<file path="src/rtl/tally_pkg.sv">
package tally_pkg;

    typedef enum logic [2:0] {
        RD_IDLE,
        RD_SETTLE,
        RD_PRIME,
        RD_SCAN,
        RD_HOLD,
        RD_CLOSE
    } rd_state_t;

endpackage

</file>
<file path="src/rtl/tally_ram.sv">
module tally_ram #(
    parameter int ADDR_W = 6,
    parameter int WORD_W = 7
) (
    input  logic              clk,
    input  logic              we,
    input  logic [ADDR_W-1:0] wa,
    input  logic [WORD_W-1:0] wd,
    input  logic [ADDR_W-1:0] ra,
    output logic [WORD_W-1:0] q
);
    localparam int DEPTH = 1 << ADDR_W;

    logic [WORD_W-1:0] mem [DEPTH];

    // Power-up contents are zero; afterwards the reader keeps drained banks zero.
    initial begin
        for (int i = 0; i < DEPTH; i++) mem[i] = '0;
    end

    always_ff @(posedge clk) begin
        if (we) mem[wa] <= wd;
        q <= mem[ra];
    end
endmodule

</file>
<file path="src/rtl/tally_updater.sv">
module tally_updater #(
    parameter int DATA_W = 6,
    parameter int CNT_W  = 7
) (
    input  logic                          clk,
    input  logic                          rst_n,
    input  logic                          in_frame,
    input  logic                          in_valid,
    input  logic [DATA_W-1:0]             in_data,
    input  logic                          fill_bank,
    input  logic [1:0][CNT_W-1:0]         bank_q,
    output logic [DATA_W-1:0]             rd_addr,
    output logic                          we,
    output logic [DATA_W-1:0]             wa,
    output logic [CNT_W-1:0]              wd,
    output logic                          wbank
);
    // Stage 1: read address, stage 2: read data, stage 3: write port.
    // Stage 4 remembers the write that lands on the same edge as stage 2's read.
    logic              v1, v2, v3, v4;
    logic [DATA_W-1:0] a1, a2, a3, a4;
    logic              b1, b2, b3, b4;
    logic [CNT_W-1:0]  c3, c4;

    logic              hit3, hit4;
    logic [CNT_W-1:0]  base, bumped;

    always_comb begin
        hit3   = v3 && (a3 == a2) && (b3 == b2);
        hit4   = v4 && (a4 == a2) && (b4 == b2);
        base   = hit3 ? c3 : (hit4 ? c4 : bank_q[b2]);
        bumped = base + CNT_W'(1);
    end

    always_ff @(posedge clk or negedge rst_n) begin
        if (!rst_n) begin
            v1 <= 1'b0; v2 <= 1'b0; v3 <= 1'b0; v4 <= 1'b0;
            a1 <= '0; a2 <= '0; a3 <= '0; a4 <= '0;
            b1 <= 1'b0; b2 <= 1'b0; b3 <= 1'b0; b4 <= 1'b0;
            c3 <= '0; c4 <= '0;
        end else begin
            v1 <= in_frame && in_valid;
            a1 <= in_data;
            b1 <= fill_bank;
            v2 <= v1; a2 <= a1; b2 <= b1;
            v3 <= v2; a3 <= a2; b3 <= b2; c3 <= bumped;
            v4 <= v3; a4 <= a3; b4 <= b3; c4 <= c3;
        end
    end

    assign rd_addr = a1;
    assign we      = v3;
    assign wa      = a3;
    assign wd      = c3;
    assign wbank   = b3;

    // an element following an equal one in flight writes one more than it.
    assert_fwd_increment_R3: assert property (@(posedge clk) disable iff (!rst_n)
        (v2 && v3 && (a2 == a3) && (b2 == b3)) |=> (wd == $past(wd) + CNT_W'(1)));
endmodule

</file>
<file path="src/rtl/tally_reader.sv">
module tally_reader
    import tally_pkg::*;
#(
    parameter int DATA_W    = 6,
    parameter int CNT_W     = 7,
    parameter int FRAME_LEN = 64
) (
    input  logic              clk,
    input  logic              rst_n,
    input  logic              frame_end,
    input  logic [CNT_W-1:0]  q,
    output logic [DATA_W-1:0] rd_addr,
    output logic              clr_we,
    output logic [DATA_W-1:0] clr_addr,
    output logic              out_frame,
    output logic              out_valid,
    output logic [DATA_W-1:0] out_data,
    output logic              stat_valid,
    output logic [DATA_W-1:0] stat_min,
    output logic [DATA_W-1:0] stat_median,
    output logic [DATA_W-1:0] stat_max,
    output logic [DATA_W-1:0] stat_mean,
    output logic [DATA_W-1:0] stat_mode
);
    localparam int IDX_W  = $clog2(FRAME_LEN + 1);
    localparam int SHIFT  = $clog2(FRAME_LEN);
    localparam int SUM_W  = DATA_W + SHIFT + 1;
    localparam logic [DATA_W-1:0] TOP_V = {DATA_W{1'b1}};
    localparam logic [IDX_W-1:0]  MID_I = IDX_W'(FRAME_LEN / 2);

    rd_state_t state, nxt;

    logic              settle_q;
    logic [DATA_W-1:0] ptr;
    logic [CNT_W-1:0]  rem;
    logic [IDX_W-1:0]  idx;
    logic [SUM_W-1:0]  sum_acc;
    logic [CNT_W-1:0]  best_cnt;
    logic [DATA_W-1:0] min_acc, med_acc, max_acc, mode_acc;
    logic              emit, advance;

    // State register.
    always_ff @(posedge clk or negedge rst_n) begin
        if (!rst_n) state <= RD_IDLE;
        else        state <= nxt;
    end

    // Next state and per-cycle control.
    always_comb begin
        nxt     = state;
        emit    = 1'b0;
        advance = 1'b0;
        clr_we  = 1'b0;
        rd_addr = ptr;
        unique case (state)
            RD_IDLE: begin
                if (frame_end) nxt = RD_SETTLE;
            end
            RD_SETTLE: begin
                if (settle_q) nxt = RD_PRIME;
            end
            RD_PRIME: begin
                rd_addr = '0;
                nxt     = RD_SCAN;
            end
            RD_SCAN: begin
                clr_we = 1'b1;
                emit   = (q != '0);
                if (q > CNT_W'(1)) begin
                    nxt = RD_HOLD;
                end else if (ptr == TOP_V) begin
                    nxt = RD_CLOSE;
                end else begin
                    advance = 1'b1;
                    rd_addr = ptr + DATA_W'(1);
                end
            end
            RD_HOLD: begin
                emit = 1'b1;
                if (rem == CNT_W'(1)) begin
                    if (ptr == TOP_V) begin
                        nxt = RD_CLOSE;
                    end else begin
                        advance = 1'b1;
                        rd_addr = ptr + DATA_W'(1);
                        nxt     = RD_SCAN;
                    end
                end
            end
            RD_CLOSE: begin
                nxt = RD_IDLE;
            end
            default: nxt = RD_IDLE;
        endcase
    end

    assign clr_addr = ptr;

    // Outputs and datapath registers.
    always_ff @(posedge clk or negedge rst_n) begin
        if (!rst_n) begin
            settle_q    <= 1'b0;
            ptr         <= '0;
            rem         <= '0;
            idx         <= '0;
            sum_acc     <= '0;
            best_cnt    <= '0;
            min_acc     <= '0;
            med_acc     <= '0;
            max_acc     <= '0;
            mode_acc    <= '0;
            out_frame   <= 1'b0;
            out_valid   <= 1'b0;
            out_data    <= '0;
            stat_valid  <= 1'b0;
            stat_min    <= '0;
            stat_median <= '0;
            stat_max    <= '0;
            stat_mean   <= '0;
            stat_mode   <= '0;
        end else begin
            settle_q   <= (state == RD_SETTLE) ? ~settle_q : 1'b0;
            out_frame  <= (nxt != RD_IDLE);
            out_valid  <= emit;
            stat_valid <= (state == RD_CLOSE);
            if (emit) out_data <= ptr;

            if (state == RD_PRIME) begin
                ptr      <= '0;
                idx      <= '0;
                sum_acc  <= '0;
                best_cnt <= '0;
                mode_acc <= '0;
            end

            if (advance) ptr <= ptr + DATA_W'(1);

            if (state == RD_SCAN) begin
                if (q > CNT_W'(1)) rem <= q - CNT_W'(1);
                if (q > best_cnt) begin
                    best_cnt <= q;
                    mode_acc <= ptr;
                end
            end else if (state == RD_HOLD) begin
                rem <= rem - CNT_W'(1);
            end

            if (emit) begin
                idx     <= idx + IDX_W'(1);
                sum_acc <= sum_acc + SUM_W'(ptr);
                max_acc <= ptr;
                if (idx == '0)   min_acc <= ptr;
                if (idx == MID_I) med_acc <= ptr;
            end

            if (state == RD_CLOSE) begin
                stat_min    <= min_acc;
                stat_median <= med_acc;
                stat_max    <= max_acc;
                stat_mean   <= DATA_W'(sum_acc >> SHIFT);
                stat_mode   <= mode_acc;
            end
        end
    end

    // elements only inside the output frame.
    assert_valid_in_frame_R4: assert property (@(posedge clk) disable iff (!rst_n)
        out_valid |-> out_frame);

    // the output frame opens one cycle after the input frame closes.
    assert_frame_latency_R4: assert property (@(posedge clk) disable iff (!rst_n)
        (state == RD_IDLE && frame_end) |=> out_frame);

    // consecutive elements never descend.
    assert_ascending_R1: assert property (@(posedge clk) disable iff (!rst_n)
        (out_valid && $past(out_valid)) |-> (out_data >= $past(out_data)));

    // published order statistics are ordered.
    assert_stat_order_R8: assert property (@(posedge clk) disable iff (!rst_n)
        stat_valid |-> (stat_min <= stat_median && stat_median <= stat_max
                        && stat_min <= stat_mean && stat_mean <= stat_max));

    // the pulse follows the close of the output frame.
    assert_stat_after_frame_R11: assert property (@(posedge clk) disable iff (!rst_n)
        stat_valid |-> (!out_frame && $past(out_frame)));

    // a frame may close only once the previous readout has ended.
    assert_frame_spacing_R6: assert property (@(posedge clk) disable iff (!rst_n)
        frame_end |-> (state == RD_IDLE));
endmodule

</file>
<file path="src/rtl/tally_sort_engine.sv">
module tally_sort_engine #(
    parameter int DATA_W    = 6,
    parameter int FRAME_LEN = 64
) (
    input  logic              clk,
    input  logic              rst_n,
    input  logic              in_frame,
    input  logic              in_valid,
    input  logic [DATA_W-1:0] in_data,
    output logic              out_frame,
    output logic              out_valid,
    output logic [DATA_W-1:0] out_data,
    output logic              stat_valid,
    output logic [DATA_W-1:0] stat_min,
    output logic [DATA_W-1:0] stat_median,
    output logic [DATA_W-1:0] stat_max,
    output logic [DATA_W-1:0] stat_mean,
    output logic [DATA_W-1:0] stat_mode
);
    localparam int CNT_W     = $clog2(FRAME_LEN + 1);
    localparam int NUM_BANKS = 2;

    logic in_frame_q, fill_bank, drain_bank, frame_end;

    logic [DATA_W-1:0] upd_ra, upd_wa, rdr_ra, rdr_wa;
    logic [CNT_W-1:0]  upd_wd;
    logic              upd_we, upd_wbank, rdr_we;

    logic [NUM_BANKS-1:0]             bank_we;
    logic [NUM_BANKS-1:0][DATA_W-1:0] bank_wa, bank_ra;
    logic [NUM_BANKS-1:0][CNT_W-1:0]  bank_wd, bank_q;
    logic [CNT_W-1:0]                 rdr_q;

    assign frame_end = in_frame_q && !in_frame;

    always_ff @(posedge clk or negedge rst_n) begin
        if (!rst_n) begin
            in_frame_q <= 1'b0;
            fill_bank  <= 1'b0;
            drain_bank <= 1'b1;
        end else begin
            in_frame_q <= in_frame;
            if (frame_end) begin
                fill_bank  <= ~fill_bank;
                drain_bank <= fill_bank;
            end
        end
    end

    for (genvar b = 0; b < NUM_BANKS; b++) begin : g_bank
        logic upd_owns;
        assign upd_owns   = upd_we && (upd_wbank == 1'(b));
        assign bank_we[b] = upd_owns || (rdr_we && (drain_bank == 1'(b)));
        assign bank_wa[b] = upd_owns ? upd_wa : rdr_wa;
        assign bank_wd[b] = upd_owns ? upd_wd : '0;
        assign bank_ra[b] = (drain_bank == 1'(b)) ? rdr_ra : upd_ra;

        tally_ram #(.ADDR_W(DATA_W), .WORD_W(CNT_W)) i_ram (
            .clk (clk),
            .we  (bank_we[b]),
            .wa  (bank_wa[b]),
            .wd  (bank_wd[b]),
            .ra  (bank_ra[b]),
            .q   (bank_q[b])
        );
    end

    assign rdr_q = bank_q[drain_bank];

    tally_updater #(.DATA_W(DATA_W), .CNT_W(CNT_W)) i_updater (
        .clk       (clk),
        .rst_n     (rst_n),
        .in_frame  (in_frame),
        .in_valid  (in_valid),
        .in_data   (in_data),
        .fill_bank (fill_bank),
        .bank_q    (bank_q),
        .rd_addr   (upd_ra),
        .we        (upd_we),
        .wa        (upd_wa),
        .wd        (upd_wd),
        .wbank     (upd_wbank)
    );

    tally_reader #(.DATA_W(DATA_W), .CNT_W(CNT_W), .FRAME_LEN(FRAME_LEN)) i_reader (
        .clk         (clk),
        .rst_n       (rst_n),
        .frame_end   (frame_end),
        .q           (rdr_q),
        .rd_addr     (rdr_ra),
        .clr_we      (rdr_we),
        .clr_addr    (rdr_wa),
        .out_frame   (out_frame),
        .out_valid   (out_valid),
        .out_data    (out_data),
        .stat_valid  (stat_valid),
        .stat_min    (stat_min),
        .stat_median (stat_median),
        .stat_max    (stat_max),
        .stat_mean   (stat_mean),
        .stat_mode   (stat_mode)
    );

    // counting and clearing never write the same bank in one cycle.
    assert_bank_apart_R6: assert property (@(posedge clk) disable iff (!rst_n)
        (upd_we && rdr_we) |-> (upd_wbank != drain_bank));
endmodule

</file>
<file path="config.mk">
export PLATFORM = sky130hd
export DESIGN_NAME = tally_sort_engine
export DESIGN_NICKNAME = d
export VERILOG_FILES = /design/src/rtl/tally_pkg.sv /design/src/rtl/tally_ram.sv /design/src/rtl/tally_updater.sv /design/src/rtl/tally_reader.sv /design/src/rtl/tally_sort_engine.sv
export SDC_FILE = /design/constraint.sdc
export NUM_CORES = 2
export LEC_CHECK = 0
export CORE_ASPECT_RATIO = 0.7
export CORE_MARGIN = 2
export CORE_UTILIZATION = 53
export CTS_CLUSTER_DIAMETER = 60
export DETAILED_ROUTE_END_ITERATION = 7
export PLACE_DENSITY = 0.76
export SYNTH_ARGS = -nofsm -noshare
export SYNTH_HDL_FRONTEND = slang
export SYNTH_SLANG_ARGS = --single-unit
</file>
<file path="constraint.sdc">
create_clock -name clk -period 5.5 [get_ports clk]
set_input_delay 1.1 -clock clk [delete_from_list [all_inputs] [get_ports clk]]
set_output_delay 1.1 -clock clk [all_outputs]
set_load 0.005 [all_outputs]
</file>
==> metrics.yaml <==
avgRoutedWirePerCell_um: 23.1
worstSetupEndpointType: "register"
power.ir.vdd_worst_uv: 412
postRouteWirelength_um: 108000
finalHoldViolCount: 0
pin_count: 49
nets: 3584
synth_flop_cell: "edfxtp_1"
final_antenna_net_count: 0
fp.dieArea_um2: 84100
synth_nets: 3546
grt_usage_pct: 25.7
overflow: 0
globalplace.congestion: 0.971
postSynthAreaPerCell_um2: 12.3
num_vias: 28700
ys_async_sr_fraction_pct: 14.1
layout-area-overhead-vs-synth_pct: 11.6
critPathMaxStageDelay_ns: 0.75
dp_cells: 4520
coreArea_um2: 80800
cts.reportedPaths.clkPinSlew_ns: 0.06
cellPowerDensity_nw_per_um2: 444
setup_viol: 0
port_buffers: 48
worstSetupPathType: "register to register"
worst_slew_margin_rel_pct: 24.0
timing.critical_path.cells: "mux2i_1 > buf_4 > ha_1 > nor3_1 > or4_4 > a21boi_2 > a21bo_4 > buf_12 > mux2i_1 > mux2i_1 > a32oi_1 > nand4_1 > or3_1"
synth_sequential_area_ratio_pct: 71.4
worst_skew_pair.late_latency_ns: 0.68
via_count_of_the_first_global_routing_pass: 27100
netlist_area_um2: 43300
finalNonFillerCells: 4700
max-cap-violations: 0
tritoncts.num_buffers: 97
vias_per_cell: 6.11
synth.area.top_cells: "edfxtp_1 62%, dfrtp_1 8.6%, nand2_1 8.4%"
cp.required_ns: 6.07
grt_start_max_net_pins: 106
hold-worst-slack_ns: 0.343
post-dp-hpwl_um: 68400
slew_viol_final: 0
critPathMostFrequentCell: "mux2i_1"
timing_worst_slew_pin_value_ns: 1.13
slowest_stage: "dfstp_2"
finalSetupTns_ns: 0
min-delay-path-class: "register to register"
antenna_found_initial: 2
status: "complete, no violations"
grt_setup_unrepaired: "false"
post_cts_buffers: 0
synth_enable_flop_cells: 896
period_minus_slack_ns: 5.00
share_of_cells_above_drive_strength_1_pct: 7.79
first_pass_grt_wire_length_um: 165000
num-fill-cells: 6146
route.detailed.drc: 0
worst_clock_skew_ns: 0.0289
gate_count_post_synth: 3513
holdBufCountCts: 0
drt_pass1_iterations: 6
floorplan.initialDensity_pct: 53.6
top_delay_family_on_crit_path: "compound AO/OA/AOI/OAI gates"
ff_latch_count_synth: 1059
cell_accounting_for_the_most_synthesized_area: "edfxtp_1"
timing.fmax_mhz: 200
start_kind: "register"
tritoncts: "built"
die_height_um: 243
path_max_fanout: 40
finalCritPeriodShare_pct: 90.9
num_antenna_cells: 0
synth.top_cell.area_share_pct: 62.1
number_of_rows_created_at_floorplan: 87
number_of_warnings_printed_during_yosys_synthesis: 0
die_w_um: 346
iteration_0_drc_count_of_the_detailed_router: 4027
cts_repair_resize_count: 0
worst_endpoint_data_arrival_time_ns: 5.57
cellLeakagePower_nw: 17.5
synth.lib_cells_used.distinct: 82
cts_htree_levels: 3
timing.critical_path.buf_inv: 2
clock_path_buffers: 3
clkSinkCount: 1059
cts.root.buffer_cell: "clkbuf_16"
[Yosys cell counts, drive strengths merged (4+ instances only)]
cell type  number
o21ai          73
mux2           14
a22oi           7
dfxtp          14
or2             7
nor2b           7
xnor2          26
clkbuf        122
mux2i         111
o211ai          6
nand4          69
ha             22
nor4           20
or4            10
nand2         966
buf            55
o2111ai         6
nor3b           9
a31o            6
nand2b          8
a21oi          93
a32oi          30
nand3         380
o22ai          17
edfxtp        896
and2           12
and3           12
nor3           31
nor2          198
or3             9
dfrtp         148
o22a            4
xor2            4
a31oi          22
o31ai          13
inv            30
nand3b         23
[routing by layer]
metal  wire (µm)  global-route usage (%)  vias up
met5           0                       0        -
met4        2490                    6.36        0
met3       13500                    6.97      185
met2       46000                    35.8     1680
met1       46400                    39.8    14100
li1            -                       -    12800
[where the power goes]
part           internal, W  switching, W
Clock              0.00383       0.00302
Combinational      0.00158       0.00350
Sequential         0.00918      0.000344
[metrics by stage]
step	setup slack (ns)	util [%]	cell area, µm²	power (W)
2_1_floorplan	0.133	-	43300	0.0129
3_3_place_gp	0.617	55.9	45100	0.0145
3_5_place_dp	0.617	55.9	45100	0.0146
4_1_cts	0.603	59.8	48300	0.0214
5_1_grt	0.279	59.8	48300	0.0223
6_report	0.500	59.8	48300	0.0214
[cell type report]
cell class	instances	area (µm²)	area share, %
clock buffer	128	2640	5.46
timing repair buffer	116	1090	2.26
inverter	31	121	0.251
clock inverter	52	584	1.21
sequential	1059	30900	64.0
tap	1068	1340	2.76
multi-input combinational	2246	11600	24.1
[layout by cell type, fill, tap and decap left out, types with 8 or more instances in the layout]
cell,Yosys,routed
buf_4,5,60
a32oi_1,30,30
dfxtp_1,14,14
and2_2,1,8
nor4_1,17,17
or3_1,9,9
nand4_1,69,69
buf_12,0,8
inv_1,26,26
nor3_1,30,30
clkinv_2,0,16
o21ai_0,66,65
xnor2_1,26,26
edfxtp_1,896,896
mux2i_1,111,111
dfrtp_1,148,148
o31ai_1,9,9
nand3b_1,23,23
clkdlybuf4s50_1,0,47
nand3_1,379,379
ha_1,22,22
nand2b_1,8,8
nand2_1,966,966
o22ai_1,16,16
or4_1,9,9
clkbuf_1,122,22
bufinv_16,0,9
mux2_2,14,14
a21oi_1,91,90
nor2_1,198,198
clkinv_1,1,16
a31oi_1,22,21
clkbuf_16,0,98
[worst register-to-register path, delay by kind of cell (launching register included)]
family / cells / cell delay, ns
compound gates: 3 / 1.45
simple gates: 4 / 1.42
flops: 1 / 0.75
mux: 3 / 0.60
buf+inv: 2 / 0.51
fa+ha+maj: 1 / 0.16
[registers in the layout (all words and copies together), names as in the netlist, 7 cells and up]
| register | cells |
|---|---|
| g_bank.i_ram.mem | 896 |
| g_bank.i_ram.q | 14 |
| i_reader.best_cnt | 7 |
| i_reader.idx | 7 |
| i_reader.rem | 7 |
| i_reader.sum_acc | 12 |
| i_updater.c4 | 7 |
| i_updater.wd | 7 |
[path summary, 6_finish.rpt]
path | start | endpoint | slack [ns] | depth (start not counted)
worst max-delay path | drain_bank | g_bank[0].i_ram.q[4] | 0.50 | 13
worst min register to register | i_updater.v1 | i_updater.v2 | 0.34 | 0
max in group asynchronous | rst_n | i_updater.rd_addr[0] | 3.76 | 2
min in group asynchronous | rst_n | i_reader.stat_mean[4] | 0.55 | 1
worst max register to register | drain_bank | g_bank[0].i_ram.q[4] | 0.50 | 13
worst min-delay path | i_updater.v1 | i_updater.v2 | 0.34 | 0
[cells by family (layout without fill, tap and decap cells)]
family          Yosys count  in the layout  synth area share [%]
fa+ha+maj                23             23                 0.682
buf+inv                 208            327                  1.98
simple gates           1765           1765                  17.9
flops                  1059           1059                  71.4
mux                     125            125                  2.93
compound gates          303            303                  4.55
xor+xnor                 30             30                 0.607
(Power assumes the default switching activity.)
